--- config.mk ---
export PLATFORM = sky130hd
export DESIGN_NAME = mdm_line_status
export DESIGN_NICKNAME = d
export VERILOG_FILES = /design/src/rtl/mdm_pkg.sv /design/src/rtl/mdm_evt_arb.sv /design/src/rtl/mdm_state_next.sv /design/src/rtl/mdm_pulse_reg.sv /design/src/rtl/mdm_status_pack.sv /design/src/rtl/mdm_line_status.sv
export SDC_FILE = /design/constraint.sdc
export NUM_CORES = 1
export LEC_CHECK = 0
export ABC_CLOCK_PERIOD_IN_PS = 1930
export BUFFER_PORTS_ARGS = -buffer_cell sky130_fd_sc_hd__buf_2
export CAP_MARGIN = 10
export CELL_PAD_IN_SITES_DETAIL_PLACEMENT = 1
export CELL_PAD_IN_SITES_GLOBAL_PLACEMENT = 1
export CORE_AREA = 10 10 61 63
export CTS_CLUSTER_SIZE = 10
export DETAILED_ROUTE_END_ITERATION = 16
export DIE_AREA = 0 0 71 73
export PLACE_DENSITY_LB_ADDON = 0.1
export SYNTH_ARGS = -nofsm -noshare
export SYNTH_HDL_FRONTEND = slang
export SYNTH_SLANG_ARGS = --single-unit
--- constraint.sdc ---
create_clock -name clk -period 1.93 [get_ports clk]
set_input_delay 0.193 -clock clk [delete_from_list [all_inputs] [get_ports clk]]
set_output_delay 0.193 -clock clk [all_outputs]
set_load 0.005 [all_outputs]
--- src/rtl/mdm_pkg.sv ---
package mdm_pkg;

   typedef enum logic [2:0] {
      EV_NONE = 3'd0,
      EV_LRST = 3'd1,
      EV_WR   = 3'd2,
      EV_RD   = 3'd3,
      EV_DISC = 3'd4,
      EV_CONN = 3'd5
   } mdm_evt_e;

   typedef struct packed {
      logic dsc;
      logic ring;
      logic cts;
      logic cd;
      logic ie;
      logic rts;
      logic dtr;
   } mdm_state_t;

   typedef struct packed {
      logic ie;
      logic rts;
      logic dtr;
   } mdm_ctl_t;

endpackage

--- src/rtl/mdm_evt_arb.sv ---
module mdm_evt_arb
   import mdm_pkg::*;
(
   input  logic     line_rst_i,
   input  logic     wr_en_i,
   input  logic     rd_stb_i,
   input  logic     disc_evt_i,
   input  logic     conn_evt_i,
   output mdm_evt_e evt_o
);
   // fixed priority: reset, write, read, disconnect, connect
   always_comb begin
      if (line_rst_i)      evt_o = EV_LRST;
      else if (wr_en_i)    evt_o = EV_WR;
      else if (rd_stb_i)   evt_o = EV_RD;
      else if (disc_evt_i) evt_o = EV_DISC;
      else if (conn_evt_i) evt_o = EV_CONN;
      else                 evt_o = EV_NONE;
   end
endmodule

--- src/rtl/mdm_state_next.sv ---
module mdm_state_next
   import mdm_pkg::*;
(
   input  mdm_evt_e   evt_i,
   input  mdm_state_t cur_i,
   input  logic       conn_i,
   input  mdm_ctl_t   ctl_i,
   output mdm_state_t nxt_o,
   output logic       conn_nxt_o,
   output logic       set_o,
   output logic       clr_o,
   output logic       hang_o
);
   always_comb begin
      nxt_o      = cur_i;
      conn_nxt_o = conn_i;
      set_o      = 1'b0;
      clr_o      = 1'b0;
      hang_o     = 1'b0;
      unique case (evt_i)
         EV_LRST: begin
            nxt_o     = '0;
            nxt_o.dtr = cur_i.dtr;
            clr_o     = 1'b1;
         end
         EV_WR: begin
            if (!ctl_i.ie)                    clr_o = 1'b1;
            else if (cur_i.dsc && !cur_i.ie)  set_o = 1'b1;
            if (ctl_i.dtr != cur_i.dtr) begin
               if (ctl_i.dtr && conn_i) begin
                  nxt_o.ring = 1'b0;
                  nxt_o.cd   = 1'b1;
                  nxt_o.cts  = 1'b1;
                  nxt_o.dsc  = 1'b1;
                  if (ctl_i.ie) set_o = 1'b1;
               end else begin
                  if (conn_i) begin
                     hang_o     = 1'b1;
                     conn_nxt_o = 1'b0;
                     if (cur_i.cd) begin
                        nxt_o.dsc = 1'b1;
                        if (ctl_i.ie) set_o = 1'b1;
                     end
                  end
                  nxt_o.cd   = 1'b0;
                  nxt_o.ring = 1'b0;
                  nxt_o.cts  = 1'b0;
               end
            end
            nxt_o.ie  = ctl_i.ie;
            nxt_o.rts = ctl_i.rts;
            nxt_o.dtr = ctl_i.dtr;
         end
         EV_RD: begin
            nxt_o.dsc = 1'b0;
            clr_o     = 1'b1;
         end
         EV_DISC: begin
            if (conn_i) begin
               conn_nxt_o = 1'b0;
               if (cur_i.cd) begin
                  nxt_o.dsc = 1'b1;
                  if (cur_i.ie) set_o = 1'b1;
               end
               nxt_o.cd   = 1'b0;
               nxt_o.ring = 1'b0;
               nxt_o.cts  = 1'b0;
            end
         end
         EV_CONN: begin
            if (!conn_i) begin
               conn_nxt_o = 1'b1;
               nxt_o.dsc  = 1'b1;
               if (cur_i.dtr) begin
                  nxt_o.cd  = 1'b1;
                  nxt_o.cts = 1'b1;
               end else begin
                  nxt_o.ring = 1'b1;
               end
               if (cur_i.ie) set_o = 1'b1;
            end
         end
         default: ;
      endcase
   end
endmodule

--- src/rtl/mdm_pulse_reg.sv ---
module mdm_pulse_reg #(
   parameter int W = 3
) (
   input  logic         clk,
   input  logic         rst_n,
   input  logic [W-1:0] d_i,
   output logic [W-1:0] q_o
);
   for (genvar i = 0; i < W; i++) begin : g_bit
      always_ff @(posedge clk or negedge rst_n) begin
         if (!rst_n) q_o[i] <= 1'b0;
         else        q_o[i] <= d_i[i];
      end
   end
endmodule

--- src/rtl/mdm_status_pack.sv ---
module mdm_status_pack
   import mdm_pkg::*;
#(
   parameter int DATA_W   = 16,
   parameter int DSC_POS  = 15,
   parameter int RING_POS = 14,
   parameter int CTS_POS  = 13,
   parameter int CD_POS   = 12,
   parameter int IE_POS   = 5,
   parameter int RTS_POS  = 2,
   parameter int DTR_POS  = 1
) (
   input  mdm_state_t        st_i,
   output logic [DATA_W-1:0] word_o
);
   for (genvar b = 0; b < DATA_W; b++) begin : g_map
      if (b == DSC_POS)       begin : g_dsc  assign word_o[b] = st_i.dsc;  end
      else if (b == RING_POS) begin : g_ring assign word_o[b] = st_i.ring; end
      else if (b == CTS_POS)  begin : g_cts  assign word_o[b] = st_i.cts;  end
      else if (b == CD_POS)   begin : g_cd   assign word_o[b] = st_i.cd;   end
      else if (b == IE_POS)   begin : g_ie   assign word_o[b] = st_i.ie;   end
      else if (b == RTS_POS)  begin : g_rts  assign word_o[b] = st_i.rts;  end
      else if (b == DTR_POS)  begin : g_dtr  assign word_o[b] = st_i.dtr;  end
      else                    begin : g_zero assign word_o[b] = 1'b0;      end
   end
endmodule

--- src/rtl/mdm_line_status.sv ---
module mdm_line_status
   import mdm_pkg::*;
#(
   parameter int DATA_W   = 16,
   parameter int DSC_POS  = 15,
   parameter int RING_POS = 14,
   parameter int CTS_POS  = 13,
   parameter int CD_POS   = 12,
   parameter int IE_POS   = 5,
   parameter int RTS_POS  = 2,
   parameter int DTR_POS  = 1
) (
   input  logic              clk,
   input  logic              rst_n,
   input  logic              line_rst_i,
   input  logic              conn_evt_i,
   input  logic              disc_evt_i,
   input  logic              wr_en_i,
   input  logic [DATA_W-1:0] wr_data_i,
   input  logic              rd_stb_i,
   output logic [DATA_W-1:0] status_o,
   output logic              hangup_o,
   output logic              dsi_set_o,
   output logic              dsi_clr_o
);
   localparam int NPULSE = 3;
   localparam logic [DATA_W-1:0] FIELD_MASK =
      (DATA_W'(1) << DSC_POS) | (DATA_W'(1) << RING_POS) | (DATA_W'(1) << CTS_POS) |
      (DATA_W'(1) << CD_POS)  | (DATA_W'(1) << IE_POS)   | (DATA_W'(1) << RTS_POS) |
      (DATA_W'(1) << DTR_POS);

   // elaboration-time parameter checks
   if (DSC_POS >= DATA_W || RING_POS >= DATA_W || CTS_POS >= DATA_W || CD_POS >= DATA_W ||
       IE_POS >= DATA_W || RTS_POS >= DATA_W || DTR_POS >= DATA_W) begin : g_chk_range
      $error("mdm_line_status: field position outside status word");
   end
   if ($countones(FIELD_MASK) != 7) begin : g_chk_overlap
      $error("mdm_line_status: field positions overlap");
   end

   mdm_evt_e   evt;
   mdm_state_t st_q, st_nxt;
   logic       conn_q, conn_nxt;
   logic       set_c, clr_c, hang_c;
   mdm_ctl_t   ctl;

   assign ctl.ie  = wr_data_i[IE_POS];
   assign ctl.rts = wr_data_i[RTS_POS];
   assign ctl.dtr = wr_data_i[DTR_POS];

   mdm_evt_arb i_arb (
      .line_rst_i (line_rst_i),
      .wr_en_i    (wr_en_i),
      .rd_stb_i   (rd_stb_i),
      .disc_evt_i (disc_evt_i),
      .conn_evt_i (conn_evt_i),
      .evt_o      (evt)
   );

   mdm_state_next i_next (
      .evt_i      (evt),
      .cur_i      (st_q),
      .conn_i     (conn_q),
      .ctl_i      (ctl),
      .nxt_o      (st_nxt),
      .conn_nxt_o (conn_nxt),
      .set_o      (set_c),
      .clr_o      (clr_c),
      .hang_o     (hang_c)
   );

   always_ff @(posedge clk or negedge rst_n) begin
      if (!rst_n) begin
         st_q   <= '0;
         conn_q <= 1'b0;
      end else begin
         st_q   <= st_nxt;
         conn_q <= conn_nxt;
      end
   end

   mdm_pulse_reg #(.W(NPULSE)) i_pulse (
      .clk   (clk),
      .rst_n (rst_n),
      .d_i   ({hang_c, set_c, clr_c}),
      .q_o   ({hangup_o, dsi_set_o, dsi_clr_o})
   );

   mdm_status_pack #(
      .DATA_W (DATA_W), .DSC_POS (DSC_POS), .RING_POS (RING_POS), .CTS_POS (CTS_POS),
      .CD_POS (CD_POS), .IE_POS (IE_POS), .RTS_POS (RTS_POS), .DTR_POS (DTR_POS)
   ) i_pack (
      .st_i   (st_q),
      .word_o (status_o)
   );
endmodule

Word-level counts from Yosys, hierarchy flattened --
Cells that the tools add are included.
Word-level totals: register bits 11, output and inout port bits 19, logic and storage cells 75, bits of input ports 23
Cells by class: muxes and demuxes 37, eq/ne operators 13, reduce and logical (&&, ||, !) cells 13, bitwise logic cells 1
Operator list (number):
- 1-bit two-way mux | 21
- 4-bit two-way mux | 4
- 3-bit two-way mux | 5
- 5-bit AND reduction | 3
- 3-bit case mux with 4 select lines | 1
- 2-bit inequality test, second input constant | 5
- 4-bit nonzero test | 2
- 3-bit by 2-bit equality test with 1-bit output, second input constant | 2
- 3-bit equality test, second input constant | 2
- 1-bit case mux with 3 select lines | 2
- 3-bit case mux with 2 select lines | 1
- 1-bit case mux with 4 select lines | 1
- 3-bit by 1-bit equality test with 1-bit output, second input constant | 1
- 3-bit by 2-bit inequality test with 1-bit output, second input constant | 1
- 3-bit AND reduction | 1
- 3-bit nonzero test | 1
- 1-bit logical AND | 2
- 2-bit two-way mux | 1
- 2-bit by 1-bit inequality test with 1-bit output, second input constant | 1
- 1-bit case mux with 2 select lines | 1
- 2-bit AND reduction | 1
- 2-bit nonzero test | 1
- 2-bit OR reduction | 1
- 1-bit zero test | 1
- other kinds (2) | 2

Depth between registers and ports, before layout --
depth after elaboration 10, depth in mapped cells 6, gate-level depth less buffers 4

Cells and area by module --
A second synthesis with hierarchy kept.
Second synthesis, totals: cells, all modules 96, area, all modules 829.5 um^2
Modules (own cells, without submodules):
- mdm_state_next | area an instance 392.9 um^2, cells an instance 61, seq. area each 0.0 um^2, instances 1
- mdm_line_status | area an instance 200.2 um^2, cells an instance 8, seq. area each 200.2 um^2, instances 1
- mdm_status_pack | area an instance 123.9 um^2, cells an instance 17, seq. area each 0.0 um^2, instances 1
- mdm_pulse_reg | area an instance 75.1 um^2, cells an instance 3, seq. area each 75.1 um^2, instances 1
- mdm_evt_arb | area an instance 37.5 um^2, cells an instance 7, seq. area each 0.0 um^2, instances 1

Worst setup path after synthesis --
No wires, ideal clock.
kind flip-flop to flip-flop, start reg st_q[0] (netlist name), end reg st_q[6] (netlist name), setup slack 577 ps, clock period less this slack 1353 ps, buffers on the path 0, arrival 1226 ps, setup time 128 ps, data required time 1802 ps, stages on the path, launching flop included 5, cell sequence dfrtp_1 -> xnor2_1 -> a32oi_4 -> o311ai_1 -> mux2_1
On the way: longest elaborated chain between the ends 3
RTL lines:
- start, declared | RTL line mdm_line_status.sv:42 | mdm_state_t st_q, st_nxt;
- start signal, assigned | RTL line mdm_line_status.sv:77 | st_q <= st_nxt;
- 1-bit inequality test | RTL line mdm_state_next.sv:29 | if (ctl_i.dtr != cur_i.dtr) begin
- 2-bit by 1-bit inequality test with 1-bit output (no source line)
- 5-bit AND reduction (no source line)
No other way between the ends. A chain may end at the register's enable or synchronous reset.

Worst setup path after layout --
start reg conn_q, end reg st_q[6] (netlist name)
On the way: longest elaborated chain between the ends 4, elaborated cells between the ends (all ways) 8, those cells by class eq/ne (3); mux (3); reduce/logical (2)
RTL lines:
- start, declared | RTL line mdm_line_status.sv:43 | logic conn_q, conn_nxt;
- start signal, assigned | RTL line mdm_line_status.sv:78 | conn_q <= conn_nxt;
- 1-bit logical AND | RTL line mdm_state_next.sv:30 | if (ctl_i.dtr && conn_i) begin
- 4-bit two-way mux | RTL line mdm_state_next.sv:30
- 4-bit two-way mux | RTL line mdm_state_next.sv:29
- 1-bit case mux with 4 select lines | RTL line mdm_state_next.sv:20 | unique case (evt_i)
Several ways; a longest one is shown, not always the timed one. The select of a mux whose other input is x is not followed.

==> out/metrics.cfg <==
[clock_tree]
cts_setup_buffers=0
cts.clk_slew.worst_paths_ns=0.07
holdBufCountCts=1
clkLatencyLatePin_ns=0.26
cts_buffer_depth=2
post_cts_resize_count=0
numCtsBuffers=3
cts_root_buf=clkbuf_4
cts_sinks=10
cts_tree=yes
htree_levels=1

[worst_setup_path]
crit_arrival_ns=1.72
crit_family=flip-flops
critical_path_class=register to register
crit_path_cell_trace=inv_1, a21oi_1, o311ai_1, mux2_1
worstPathRequired_ns=2.08
worstSetupEndpointType=register
critPathLaunchType=register
max_stage_delay_ns=0.49
slowest_stage=dfrtp_1
critPathBufInv=1
crit_path_max_fanout=8

[sta]
setup-violations-final=0
skew_ns=0.00112
rsz0062_at_grt=false
fmax_mhz=634
fin_setup_tns_ns=0
drv_slew=0
timing.final.ws_setup_ns=0.354
whs_ns=0.182
min_period_ns=1.58
hold_viol_final=0
period_share=0.817

[floorplanning]
start_util=0.272
die_area_mm2=0.00518
num_rows=19
die_h_um=73
core_area_mm2=0.00262
die_w_um=71
ios=42

[drt]
highest_layer=met4
wl_met3_um=112
vias=600
viasPerCell=4.69
wl_met2_um=942
drc=0
wl_per_cell_um=15.0
drtIter0Drc=32
drt_wl_total_um=1920
ant_nets=0
drt-met1-wl_um=829
first_pass_iters=4

[power_and_ir_drop]
p_total_mw=0.568
p_comb_frac=0.280
power_density_mw_per_mm2=699
internal_power_mw=0.378
p_leak_nw=0.395
ir_worst_vdd_uv=232
pwr-share-seq=0.462
swShare=0.336
pwr-share-clk=0.258
switchingPower_mw=0.191

[synthesis]
seq_area_frac_synth=0.351
syn-mean-instance-area_um2=9.13
synthTopCellsByCount=10 x buf_4, 10 x dfrtp_1, 6 x inv_1, 5 x a21oi_1, 5 x nand2_1
synth-edff-count=0
syn_area_um2=712
yosysUniqueCellTypes=33
yosys_warnings=0
synth_top_cell_area_share=0.351
synthArstFlopShare=1.00
synth_cells=78
synth-seq-cells=10
ys.flop_type=dfrtp_1
yosys-top-cells-area=dfrtp_1 35%, buf_4 11%, a32oi_4 3.9%
synth_top_area_cell=dfrtp_1

[min_path]
min_path_type=input port to register

[cells_and_area]
drive_gt1_frac=0.278
fillers=335
area_growth_pct=14.2
nets=122
fin_util=0.311
diodes=0

[place]
pre_cts_slack_ns=0.350
routabilityCongestion=0.706
port-buffer-count=19
dpl.hpwl_um=1530

[outcome]
status=completed

[run]
maxCapViolations=0

[global_route]
grt.total_usage=0.0762
overflow=0
grt_pass1_vias=652
grt_pass1_wl_um=3190
grt_max_degree=11
antenna_found_initial=0

through the flow:
stage | instances | area (µm²)
2_1_floorplan | 86 | 742
3_3_place_gp | 124 | 781
3_5_place_dp | 124 | 781
4_1_cts | 128 | 813
5_1_grt | 128 | 813
6_report | 128 | 813
worst paths after layout:
check / start / endpoint / slack, ns / depth (start not counted)
worst max-delay path: conn_q / st_q[6] / 0.35 / 4
worst min-delay path: wr_data_i[5] / i_pulse.q_o[1] / 0.18 / 2
worst max register to register: conn_q / st_q[6] / 0.35 / 4
worst min register to register: st_q[1] / st_q[1] / 0.53 / 2
max in group asynchronous: rst_n / st_q[5] / 1.39 / 2
min in group asynchronous: rst_n / i_pulse.q_o[1] / 0.33 / 2
cells in the final DEF, fill, tap and decap left out:
cell type      instances
buf_4                  1
nor2b_2                1
a31oi_1                1
nand3_1                1
nand2_2                1
nand2b_1               1
a32oi_1                1
o2111ai_1              1
dlygate4sd3_1          1
nor3_4                 1
o21ai_1                1
a21oi_1                5
nand2_1                5
mux2i_1                2
inv_1                  6
nor3_1                 3
mux2_1                 1
a31o_1                 1
a211o_1                1
o22ai_1                2
a222oi_1               1
o21ai_0                2
buf_2                 19
clkbuf_4               3
and2_1                 1
a32oi_4                1
and3_1                 3
nor2_1                 3
xnor2_1                1
o311ai_1               1
nor2b_1                4
conb_1                 9
dfrtp_1               10
o211ai_1               2
metal layers:
metal	vias to the layer above	track usage
li1	299	-
met1	284	0.0862
met2	15	0.121
met3	2	0.0204
met4	0	0.0559
met5	-	0
sequential cells by signal, indices dropped and copies added, names as in the netlist:
register,cells
conn_q,1
i_pulse.q_o,3
st_q,6
cell type report:
| cell class | instances | area, µm² | share of cell area |
|---|---|---|---|
| clock buffer | 3 | 22.5 | 0.0277 |
| inverter | 6 | 22.5 | 0.0277 |
| multi-input combinational | 57 | 367 | 0.451 |
| sequential | 10 | 250 | 0.308 |
| tap | 31 | 38.8 | 0.0477 |
| timing repair buffer | 21 | 113 | 0.138 |
power by group through the flow:
stage / combinational (mW) / clock (mW) / sequential [mW]
after CTS: 0.162 / 0.157 / 0.264
after global placement: 0.158 / 0 / 0.268
after global routing: 0.181 / 0.168 / 0.269
after floorplan: 0.115 / 0 / 0.262
after detailed placement: 0.160 / 0 / 0.268
final: 0.159 / 0.147 / 0.263
cell families (layout without fill, tap and decap cells):
| family | Yosys count | in the layout | share of synthesized area |
|---|---|---|---|
| AND/OR/NAND/NOR | 24 | 24 | 0.193 |
| AO/OA/AOI/OAI | 20 | 20 | 0.218 |
| buffers and inverters | 19 | 30 | 0.176 |
| flip-flops | 10 | 10 | 0.351 |
| multiplexers | 3 | 3 | 0.0439 |
| other | 1 | 9 | 0.00527 |
| XOR/XNOR | 1 | 1 | 0.0123 |
Note: power is estimated with default switching activity, not from simulation.
